<file path="config.mk">
export PLATFORM = sky130hd
export DESIGN_NAME = wc_store_buffer
export DESIGN_NICKNAME = d
export VERILOG_FILES = /design/src/rtl/wc_pkg.sv /design/src/rtl/wc_store_decode.sv /design/src/rtl/wc_lane_place.sv /design/src/rtl/wc_idle_timer.sv /design/src/rtl/wc_store_buffer.sv
export SDC_FILE = /design/constraint.sdc
export NUM_CORES = 2
export LEC_CHECK = 0
export BUFFER_PORTS_ARGS = -buffer_cell sky130_fd_sc_hd__buf_2
export CAP_MARGIN = 20
export CORE_UTILIZATION = 38
export CTS_CLUSTER_SIZE = 14
export DETAILED_ROUTE_END_ITERATION = 12
export GPL_TIMING_DRIVEN = 0
export SYNTH_ARGS = -nofsm -noshare
export SYNTH_HDL_FRONTEND = slang
export SYNTH_HIERARCHICAL = 1
export SYNTH_SLANG_ARGS = --single-unit
export TNS_END_PERCENT = 50
</file>
<file path="constraint.sdc">
create_clock -name clk_i -period 8.1 [get_ports clk_i]
set_input_delay 0.405 -clock clk_i [delete_from_list [all_inputs] [get_ports clk_i]]
set_output_delay 0.405 -clock clk_i [all_outputs]
set_load 0.01 [all_outputs]
</file>
<file path="src/rtl/wc_pkg.sv">
package wc_pkg;
    typedef enum logic [1:0] {
        SZ_BYTE = 2'd0,
        SZ_HALF = 2'd1,
        SZ_WORD = 2'd2,
        SZ_DBL  = 2'd3
    } st_size_e;

    // width in bytes encoded by a store size code
    function automatic int unsigned size_to_bytes(input logic [1:0] code);
        return 32'd1 << code;
    endfunction
endpackage

</file>
<file path="src/rtl/wc_store_decode.sv">
module wc_store_decode #(
    parameter int AW    = 32,
    parameter int LB    = 64,
    parameter int SB    = 8,
    localparam int OFF_W  = $clog2(LB),
    localparam int LINE_W = AW - OFF_W,
    localparam int CNT_W  = $clog2(SB) + 1
) (
    input  logic [AW-1:0]     addr_i,
    input  logic [1:0]        size_i,
    output logic [OFF_W-1:0]  off_o,
    output logic [LINE_W-1:0] line_o,
    output logic [CNT_W-1:0]  nbytes_o,
    output logic [AW-1:0]     next_o,
    output logic              cross_o
);
    logic [OFF_W:0] end_off;

    always_comb begin
        off_o    = addr_i[OFF_W-1:0];
        line_o   = addr_i[AW-1:OFF_W];
        nbytes_o = CNT_W'(wc_pkg::size_to_bytes(size_i));
        next_o   = addr_i + AW'(nbytes_o);
        end_off  = {1'b0, off_o} + (OFF_W+1)'(nbytes_o);
        cross_o  = end_off > (OFF_W+1)'(LB);
    end
endmodule

</file>
<file path="src/rtl/wc_lane_place.sv">
module wc_lane_place #(
    parameter int LB = 64,
    parameter int SB = 8,
    localparam int OFF_W = $clog2(LB),
    localparam int CNT_W = $clog2(SB) + 1,
    localparam int SEL_W = $clog2(SB)
) (
    input  logic [OFF_W-1:0] off_i,
    input  logic [CNT_W-1:0] nbytes_i,
    input  logic [SB*8-1:0]  sdata_i,
    output logic [LB*8-1:0]  ldata_o,
    output logic [LB-1:0]    lmask_o
);
    for (genvar b = 0; b < LB; b++) begin : g_lane
        logic [OFF_W:0] rel;
        logic [SEL_W-1:0] sel;
        logic hit;
        always_comb begin
            rel = (OFF_W+1)'(b) - {1'b0, off_i};
            sel = rel[SEL_W-1:0];
            hit = ((OFF_W+1)'(b) >= {1'b0, off_i}) && (rel < (OFF_W+1)'(nbytes_i));
            lmask_o[b]         = hit;
            ldata_o[b*8 +: 8]  = hit ? sdata_i[{sel, 3'b000} +: 8] : 8'h00;
        end
    end
endmodule

</file>
<file path="src/rtl/wc_idle_timer.sv">
module wc_idle_timer #(
    parameter int LIMIT = 16,
    localparam int CW = $clog2(LIMIT + 1)
) (
    input  logic clk_i,
    input  logic rst_i,
    input  logic clear_i,
    output logic expired_o
);
    logic [CW-1:0] cnt_d, cnt_q;

    always_comb begin
        expired_o = (cnt_q == CW'(LIMIT - 1));
        cnt_d     = cnt_q;
        if (clear_i)         cnt_d = '0;
        else if (!expired_o) cnt_d = cnt_q + 1'b1;
    end

    always_ff @(posedge clk_i) begin
        if (rst_i) cnt_q <= '0;
        else       cnt_q <= cnt_d;
    end
endmodule

</file>
<file path="src/rtl/wc_store_buffer.sv">
module wc_store_buffer #(
    parameter int AW         = 32,
    parameter int LB         = 64,
    parameter int SB         = 8,
    parameter int IDLE_LIMIT = 16,
    localparam int OFF_W  = $clog2(LB),
    localparam int LINE_W = AW - OFF_W,
    localparam int CNT_W  = $clog2(SB) + 1
) (
    input  logic              clk_i,
    input  logic              rst_i,
    input  logic              st_valid_i,
    output logic              st_ready_o,
    input  logic [AW-1:0]     st_addr_i,
    input  logic [1:0]        st_size_i,
    input  logic [SB*8-1:0]   st_data_i,
    output logic              st_err_o,
    input  logic              flush_i,
    output logic              wr_valid_o,
    input  logic              wr_ready_i,
    output logic [LINE_W-1:0] wr_line_o,
    output logic [LB*8-1:0]   wr_data_o,
    output logic [LB-1:0]     wr_mask_o
);
    typedef struct packed {
        logic              open;
        logic [LINE_W-1:0] line;
        logic [AW-1:0]     next;
        logic [LB-1:0]     mask;
        logic [LB*8-1:0]   data;
        logic              ov;
        logic [LINE_W-1:0] o_line;
        logic [LB*8-1:0]   o_data;
        logic [LB-1:0]     o_mask;
        logic              err;
    } wc_state_t;

    wc_state_t s_d, s_q;

    logic [OFF_W-1:0]  st_off;
    logic [LINE_W-1:0] st_line;
    logic [CNT_W-1:0]  st_nbytes;
    logic [AW-1:0]     st_next;
    logic              st_cross;
    logic [LB*8-1:0]   put_data;
    logic [LB-1:0]     put_mask;
    logic              idle_exp;
    logic              st_fire;
    logic              consec;
    logic [LB-1:0]     mrg_mask;
    logic [LB*8-1:0]   mrg_data;

    wc_store_decode #(.AW(AW), .LB(LB), .SB(SB)) u_dec (
        .addr_i   (st_addr_i),
        .size_i   (st_size_i),
        .off_o    (st_off),
        .line_o   (st_line),
        .nbytes_o (st_nbytes),
        .next_o   (st_next),
        .cross_o  (st_cross)
    );

    wc_lane_place #(.LB(LB), .SB(SB)) u_place (
        .off_i    (st_off),
        .nbytes_i (st_nbytes),
        .sdata_i  (st_data_i),
        .ldata_o  (put_data),
        .lmask_o  (put_mask)
    );

    wc_idle_timer #(.LIMIT(IDLE_LIMIT)) u_idle (
        .clk_i     (clk_i),
        .rst_i     (rst_i),
        .clear_i   (st_fire || !s_q.open),
        .expired_o (idle_exp)
    );

    assign st_ready_o = !s_q.ov && !flush_i;
    assign st_fire    = st_valid_i && st_ready_o;
    assign st_err_o   = s_q.err;
    assign wr_valid_o = s_q.ov;
    assign wr_line_o  = s_q.o_line;
    assign wr_data_o  = s_q.o_data;
    assign wr_mask_o  = s_q.o_mask;

    always_comb begin
        s_d      = s_q;
        s_d.err  = 1'b0;
        consec   = s_q.open && (st_addr_i == s_q.next) && (st_line == s_q.line);
        mrg_mask = s_q.mask | put_mask;
        mrg_data = s_q.data | put_data;

        if (s_q.ov && wr_ready_i) s_d.ov = 1'b0;

        if (!s_q.ov) begin
            if (st_fire) begin
                if (st_cross) begin
                    if (s_q.open) begin
                        s_d.ov     = 1'b1;
                        s_d.o_line = s_q.line;
                        s_d.o_data = s_q.data;
                        s_d.o_mask = s_q.mask;
                    end
                    s_d.open = 1'b0;
                    s_d.mask = '0;
                    s_d.data = '0;
                    s_d.err  = 1'b1;
                end else if (consec) begin
                    if (&mrg_mask) begin
                        s_d.ov     = 1'b1;
                        s_d.o_line = s_q.line;
                        s_d.o_data = mrg_data;
                        s_d.o_mask = mrg_mask;
                        s_d.open   = 1'b0;
                        s_d.mask   = '0;
                        s_d.data   = '0;
                    end else begin
                        s_d.mask = mrg_mask;
                        s_d.data = mrg_data;
                        s_d.next = st_next;
                    end
                end else begin
                    if (s_q.open) begin
                        s_d.ov     = 1'b1;
                        s_d.o_line = s_q.line;
                        s_d.o_data = s_q.data;
                        s_d.o_mask = s_q.mask;
                    end
                    s_d.open = 1'b1;
                    s_d.line = st_line;
                    s_d.next = st_next;
                    s_d.mask = put_mask;
                    s_d.data = put_data;
                end
            end else if (s_q.open && (flush_i || idle_exp)) begin
                s_d.ov     = 1'b1;
                s_d.o_line = s_q.line;
                s_d.o_data = s_q.data;
                s_d.o_mask = s_q.mask;
                s_d.open   = 1'b0;
                s_d.mask   = '0;
                s_d.data   = '0;
            end
        end
    end

    always_ff @(posedge clk_i) begin
        if (rst_i) s_q <= '0;
        else       s_q <= s_d;
    end
endmodule

</file>
### Yosys cells after proc, flatten, opt, wreduce, memory -nomap -nowiden

Index checks and enable logic that the tools add are counted.

* flip-flop bits (word level): 1244
* bits in latches: 0
* memory bits (writable): 0
* memory bits (read-only): 0
* bits of input ports: 103
* memories kept: 0

* add/subtract/negate cells: 67
* eq/ne operators: 5
* multiply operators: 0
* order comparisons: 128
* shifts and indexed selects: 65
* div/mod/pow operators: 0
* reductions and logical operators: 82
* bitwise logic cells: 6
* muxes and demuxes: 81

Operator list (number)
* 64-bit by 7-bit variable part select with 8-bit output: 64
* 1179-bit two-way mux: 3
* 1211-bit two-way mux: 1
* 603-bit two-way mux: 2
* 604-bit two-way mux: 1
* 576-bit two-way mux: 1
* 8-bit two-way mux: 64
* 512-bit bitwise OR: 1
* 7-bit by 4-bit < comparator with 1-bit output: 64
* 6-bit by 6-bit subtractor with 7-bit output (first input constant): 32
* 6-bit greater-or-equal comparator (first input constant): 31
* 5-bit by 6-bit subtractor with 7-bit output (first input constant): 16
* 5-bit by 6-bit greater-or-equal comparator with 1-bit output (first input constant): 16
* 1-bit logical AND: 69
* 64-bit bitwise OR: 1
* 64-bit AND reduction: 1
* 4-bit by 6-bit subtractor with 7-bit output (first input constant): 8
* 4-bit by 6-bit greater-or-equal comparator with 1-bit output (first input constant): 8
* 32-bit by 4-bit adder with 32-bit output: 1
* 32-bit == test: 1
* 32-bit two-way mux: 1
* 3-bit by 6-bit subtractor with 7-bit output (first input constant): 4
* 26-bit == test: 1
* 3-bit by 6-bit greater-or-equal comparator with 1-bit output (first input constant): 4
* 21 further kinds: 39

### Longest topological paths before layout

* word-level depth: 10
* mapped depth: 28
* depth with buffers taken out: 20

### Hierarchy

The synthesis kept the hierarchy.

By module, submodules not included
* wc_store_buffer: times used 1, area an instance 59109.2 µm², cells each 6910
* wc_lane_place: times used 1, area an instance 8938.6 µm², cells each 1400
* wc_store_decode: times used 1, area an instance 993.5 µm², cells each 137
* wc_idle_timer: times used 1, area an instance 232.7 µm², cells each 24

### Worst setup path before layout

No wires, ideal clock.

* path kind: input-to-reg
* start point: input st_addr_i[2]
* end point: register s_q, in the netlist wr_data_o[22]
* buffers on the path: 8
* stages: 25
* data required time: 8.014 ns
* slack: 2.177 ns
* data arrival time: 5.837 ns
* path through: buf_4 > buf_4 > inv_1 > buf_1 > ha_1 > clkbuf_1 > inv_2 > ha_1 > or3_1 > o22ai_1 > o21ai_0 > or4_1 > clkbuf_1 > inv_1 > buf_4 > o22ai_1 > nor4_1 > nand3_1 > nor4_1 > nor4_1 > nor2_1 > clkbuf_1 > clkbuf_1 > o221ai_1 > a211oi_1

* elaborated cells between the ends (all ways): 270

RTL lines
* start, declared: line wc_store_buffer.sv:14 `input logic [AW-1:0] st_addr_i,`
* 5-bit by 6-bit subtractor with 7-bit output: line wc_lane_place.sv:19 `rel = (OFF_W+1)'(b) - {1'b0, off_i};`
* 7-bit by 4-bit < comparator with 1-bit output: line wc_lane_place.sv:21 `hit = ((OFF_W+1)'(b) >= {1'b0, off_i}) && (rel < (OFF_W+1)'(nbytes_i));`
* 1-bit logical AND *: line wc_lane_place.sv:21
* net u_place.g_lane[29].hit: line wc_lane_place.sv:17 `logic hit;`
* 64-bit bitwise OR *: line wc_store_buffer.sv:90 `mrg_mask = s_q.mask | put_mask;`
* 64-bit AND reduction *: line wc_store_buffer.sv:109 `if (&mrg_mask) begin`
* 4-bit by 3-bit != test with 1-bit output (no line) *
* 3-bit AND reduction (no line) *
* end signal, assigned: line wc_store_buffer.sv:148 `if (rst_i) s_q <= '0;`
* end signal, assigned: line wc_store_buffer.sv:149 `else s_q <= s_d;`
* end, declared: line wc_store_buffer.sv:38 `wc_state_t s_d, s_q;`

The timed path passes the listed nets; every way through them passes the cells marked *. The select of a mux whose other input is x is not followed.
A chain may end at the register's enable or synchronous reset.

### Worst setup path after layout

* start point: input st_addr_i[2]
* end point: register s_q, in the netlist wr_data_o[138]

Same word-level chain as after synthesis.

==> insert_results.sql <==
INSERT INTO impl_metrics (metric_group, metric, value, unit) VALUES
('sta', 'setup_viol', '3', ''),
('finish', 'post_route_cells_drive_above_1_share', '0.226', ''),
('worst_setup_path', 'timing.rr.start', 's_q[1194]', ''),
('global_routing', 'largest_net_degree_at_the_start_of_global_routing', '17', ''),
('sta', 'post-route-period-util', '1.00', ''),
('logic_synthesis', 'synth-seq-cells', '1244', ''),
('logic_synthesis', 'warning_count_from_the_yosys_run', '6', ''),
('sta', 'worst_clk_skew', '0.0503', 'ns'),
('worst_setup_path', 'crit_arrival', '8.83', 'ns'),
('logic_synthesis', 'synth_top_family_by_area', 'compound AO/OA/AOI/OAI gates', ''),
('clock_network', 'cts_tree', 'yes', ''),
('drt', 'route.layer.met1.wl', '132', 'mm'),
('drt', 'met2RoutedLength', '148', 'mm'),
('sta', 'maxSlewHeadroom', '0.135', ''),
('drt', 'vias_per_cell', '6.18', ''),
('clock_network', 'clock_edge_transition_at_the_registers_on_the_reported_setup_and_hold_paths', '0.06', 'ns'),
('worst_setup_path', 'critical_path.max_stage_delay', '0.96', 'ns'),
('logic_synthesis', 'synth_area_per_cell', '8.18', 'um2'),
('power', 'report.power.total', '17.8', 'mW'),
('floorplan', 'die_h', '429', 'um'),
('finish', 'nets', '9561', ''),
('sta', 'final_period_minus_worst_setup_slack', '8.11', 'ns'),
('logic_synthesis', 'synth_async_sr_flop_share', '0', ''),
('power', 'power.density', '216', 'mW/mm2'),
('drt', 'top_layer_used', 'met5', ''),
('clock_network', 'cts.sinks', '1244', ''),
('sta', 'hold_violations', '0', ''),
('worst_setup_path', 'crit_path_max_fanout', '11', ''),
('placed_design', 'detailedPlacementHpwl', '255', 'mm'),
('finish', 'n_fill_cell', '17900', ''),
('global_routing', 'grt.overflow.total', '0', ''),
('worst_setup_path', 'worstSetupPathDepth', '27', ''),
('sta', 'rsz0062_at_grt', 'false', ''),
('floorplan', 'starting_density', '0.383', ''),
('finish', 'area_taken_by_multi_input_logic_gates', '0.0357', 'mm2'),
('placed_design', 'place_inst', '11600', ''),
('finish', 'final_core_utilization', '0.455', ''),
('worst_hold_path', 'hold-path-cell-count', '4', ''),
('floorplan', 'floorplan.io_pins', '708', ''),
('drt', 'first_iter_violations', '9804', ''),
('floorplan', 'core-area', '0.181', 'mm2'),
('global_routing', 'grt_usage', '0.363', ''),
('logic_synthesis', 'synth_ff_type', 'sky130_fd_sc_hd__dfxtp_1', ''),
('sta', 'postLayoutSetupSlackWorst', '-0.0148', 'ns'),
('drt', 'route.vias.total', '73800', ''),
('worst_setup_path', 'timing.setup.critical_path_class', 'in2reg', ''),
('sta', 'worst_slew_pin_slew', '1.30', 'ns'),
('global_routing', 'antenna_found_initial', '56', ''),
('placed_design', 'portBuffers', '707', ''),
('finish', 'final-seq-area', '0.0249', 'mm2'),
('logic_synthesis', 'synth_sequential_area_ratio', '0.359', ''),
('floorplan', 'dieArea', '0.184', 'mm2'),
('status', 'run_status', 'finished, violations left', ''),
('logic_synthesis', 'synth_xor_area_frac', '0.0154', ''),
('floorplan', 'dieWidth', '429', 'um'),
('worst_setup_path', 'r2r-end', 'wr_data_o[376]', ''),
('status', 'violations', 'negative setup slack', ''),
('clock_network', 'clkLatencyLatePin', '0.86', 'ns'),
('worst_setup_path', 'crit_required', '8.82', 'ns'),
('logic_synthesis', 'synth_cell_types', '84', ''),
('worst_hold_path', 'min-delay-start', 'st_addr_i[29]', ''),
('finish', 'final_cells', '11900', ''),
('finish', 'flow.area_growth_from_synthesis', '18.9', '%'),
('sta', 'fmax', '123', 'MHz'),
('worst_setup_path', 'worstRegToRegCells', '10', ''),
('worst_setup_path', 'endpoint_kind', 'flop', ''),
('clock_network', 'cts_root_buffer', 'sky130_fd_sc_hd__clkbuf_16', ''),
('sta', 'maxSlewViolCount', '0', ''),
('worst_setup_path', 'r2r_setup_slack', '3.86', 'ns'),
('logic_synthesis', 'synthMuxAreaShare', '0.0386', ''),
('worst_setup_path', 'path_buf_inv', '13', '');
==> final cells by class <==
cell class,instances,share of cell area
flip-flops and latches,1244,0.302
well taps,2370,0.0360
clock inverters,43,0.00674
inverters,110,0.00515
diodes,71,0.00216
repair buffers,773,0.0575
plain buffers,1481,0.106
clock buffers,218,0.0508
multi-input cells,5633,0.434
==> worst max-delay path by stage <==
stage / startpoint / endpoint / slack, ns
global placement: st_addr_i[2] / wr_data_o[331] / -3.37
finish: st_addr_i[2] / wr_data_o[138] / -0.01
detailed placement: st_addr_i[0] / wr_data_o[22] / -1.82
global route: st_addr_i[2] / wr_data_o[256] / 0.04
floorplan: st_addr_i[2] / wr_data_o[22] / 2.18
CTS: st_addr_i[0] / wr_data_o[22] / 0.07
==> metrics by stage <==
stage          area, um2  hold WS [ns]  setup TNS [ns]  worst slack [ns]
2_1_floorplan      69300         0.437               0              2.18
3_3_place_gp       75800         0.446        -3132.47             -3.37
3_5_place_dp       77200         0.448        -1612.59             -1.82
4_1_cts            82100       0.00382               0            0.0715
5_1_grt            82300        0.0555               0            0.0358
6_report           82400        0.0493         -0.0372           -0.0148
==> worst min-delay path: cells and delay by family <==
family        cells  cell delay (ns)
xor+xnor          1             0.13
buf+inv           1             0.17
mux               1             0.06
simple gates      1             0.07
==> Yosys cell counts (all sizes together) (64+ instances only) <==
cell type	instances	area share
o21a	491	0.053
ha	69	0.012
xnor2	107	0.014
a221oi	67	0.0085
nor3	93	0.0067
clkbuf	461	0.025
nand2	139	0.0076
buf	1023	0.10
nor2	1827	0.099
o221ai	484	0.061
a211oi	486	0.053
mux4	64	0.021
inv	109	0.0059
mux2i	123	0.018
a22oi	580	0.063
dfxtp	1244	0.36
a21oi	640	0.046
==> cell families after synthesis <==
| family | count (synthesis) |
|---|---|
| compound gates | 2949 |
| simple gates | 2307 |
| buf+inv | 1594 |
| flops | 1244 |
| mux | 187 |
| xor+xnor | 120 |
| fa+ha+maj | 70 |
==> layer usage <==
metal | global-route usage | vias up
met3 | 0.0824 | 1156
met2 | 0.530 | 4843
li1 | - | 32300
met1 | 0.449 | 35500
met5 | 0.00260 | -
met4 | 0.317 | 4
==> power breakdown <==
part / leakage (nW) / internal (mW) / switching (mW)
Sequential: 10.1 / 6.42 / 0.311
Clock: 2.32 / 3.79 / 2.89
Combinational: 19.9 / 1.48 / 2.91
==> sequential cells by signal (all words and copies together) (netlist names) <==
register / flops
s_q: 635
st_err_o: 1
u_idle/cnt_q: 5
wr_data_o: 512
wr_line_o: 26
wr_mask_o: 64
wr_valid_o: 1
==> timing repair <==
action	4_1_cts	5_1_grt
hold endpoints to repair	17	0
resized for setup	19	42
hold buffers	10	0
cloned	0	0
setup endpoints to repair	1198	527
pin swaps	1	1
setup buffers	3	2
==> cell usage in the layout, fill, tap and decap left out, types with 474 or more instances in the layout <==
cell | Yosys | routed
sky130_fd_sc_hd__o21a_1 | 491 | 491
sky130_fd_sc_hd__clkbuf_1 | 461 | 474
sky130_fd_sc_hd__o221ai_1 | 484 | 484
sky130_fd_sc_hd__buf_2 | 265 | 973
sky130_fd_sc_hd__nor2_1 | 1827 | 1826
sky130_fd_sc_hd__buf_4 | 736 | 746
sky130_fd_sc_hd__dfxtp_1 | 1244 | 1244
sky130_fd_sc_hd__a211oi_1 | 486 | 486
sky130_fd_sc_hd__a22oi_1 | 580 | 580
sky130_fd_sc_hd__a21oi_1 | 640 | 639
Power figures use the tool's default switching activity.
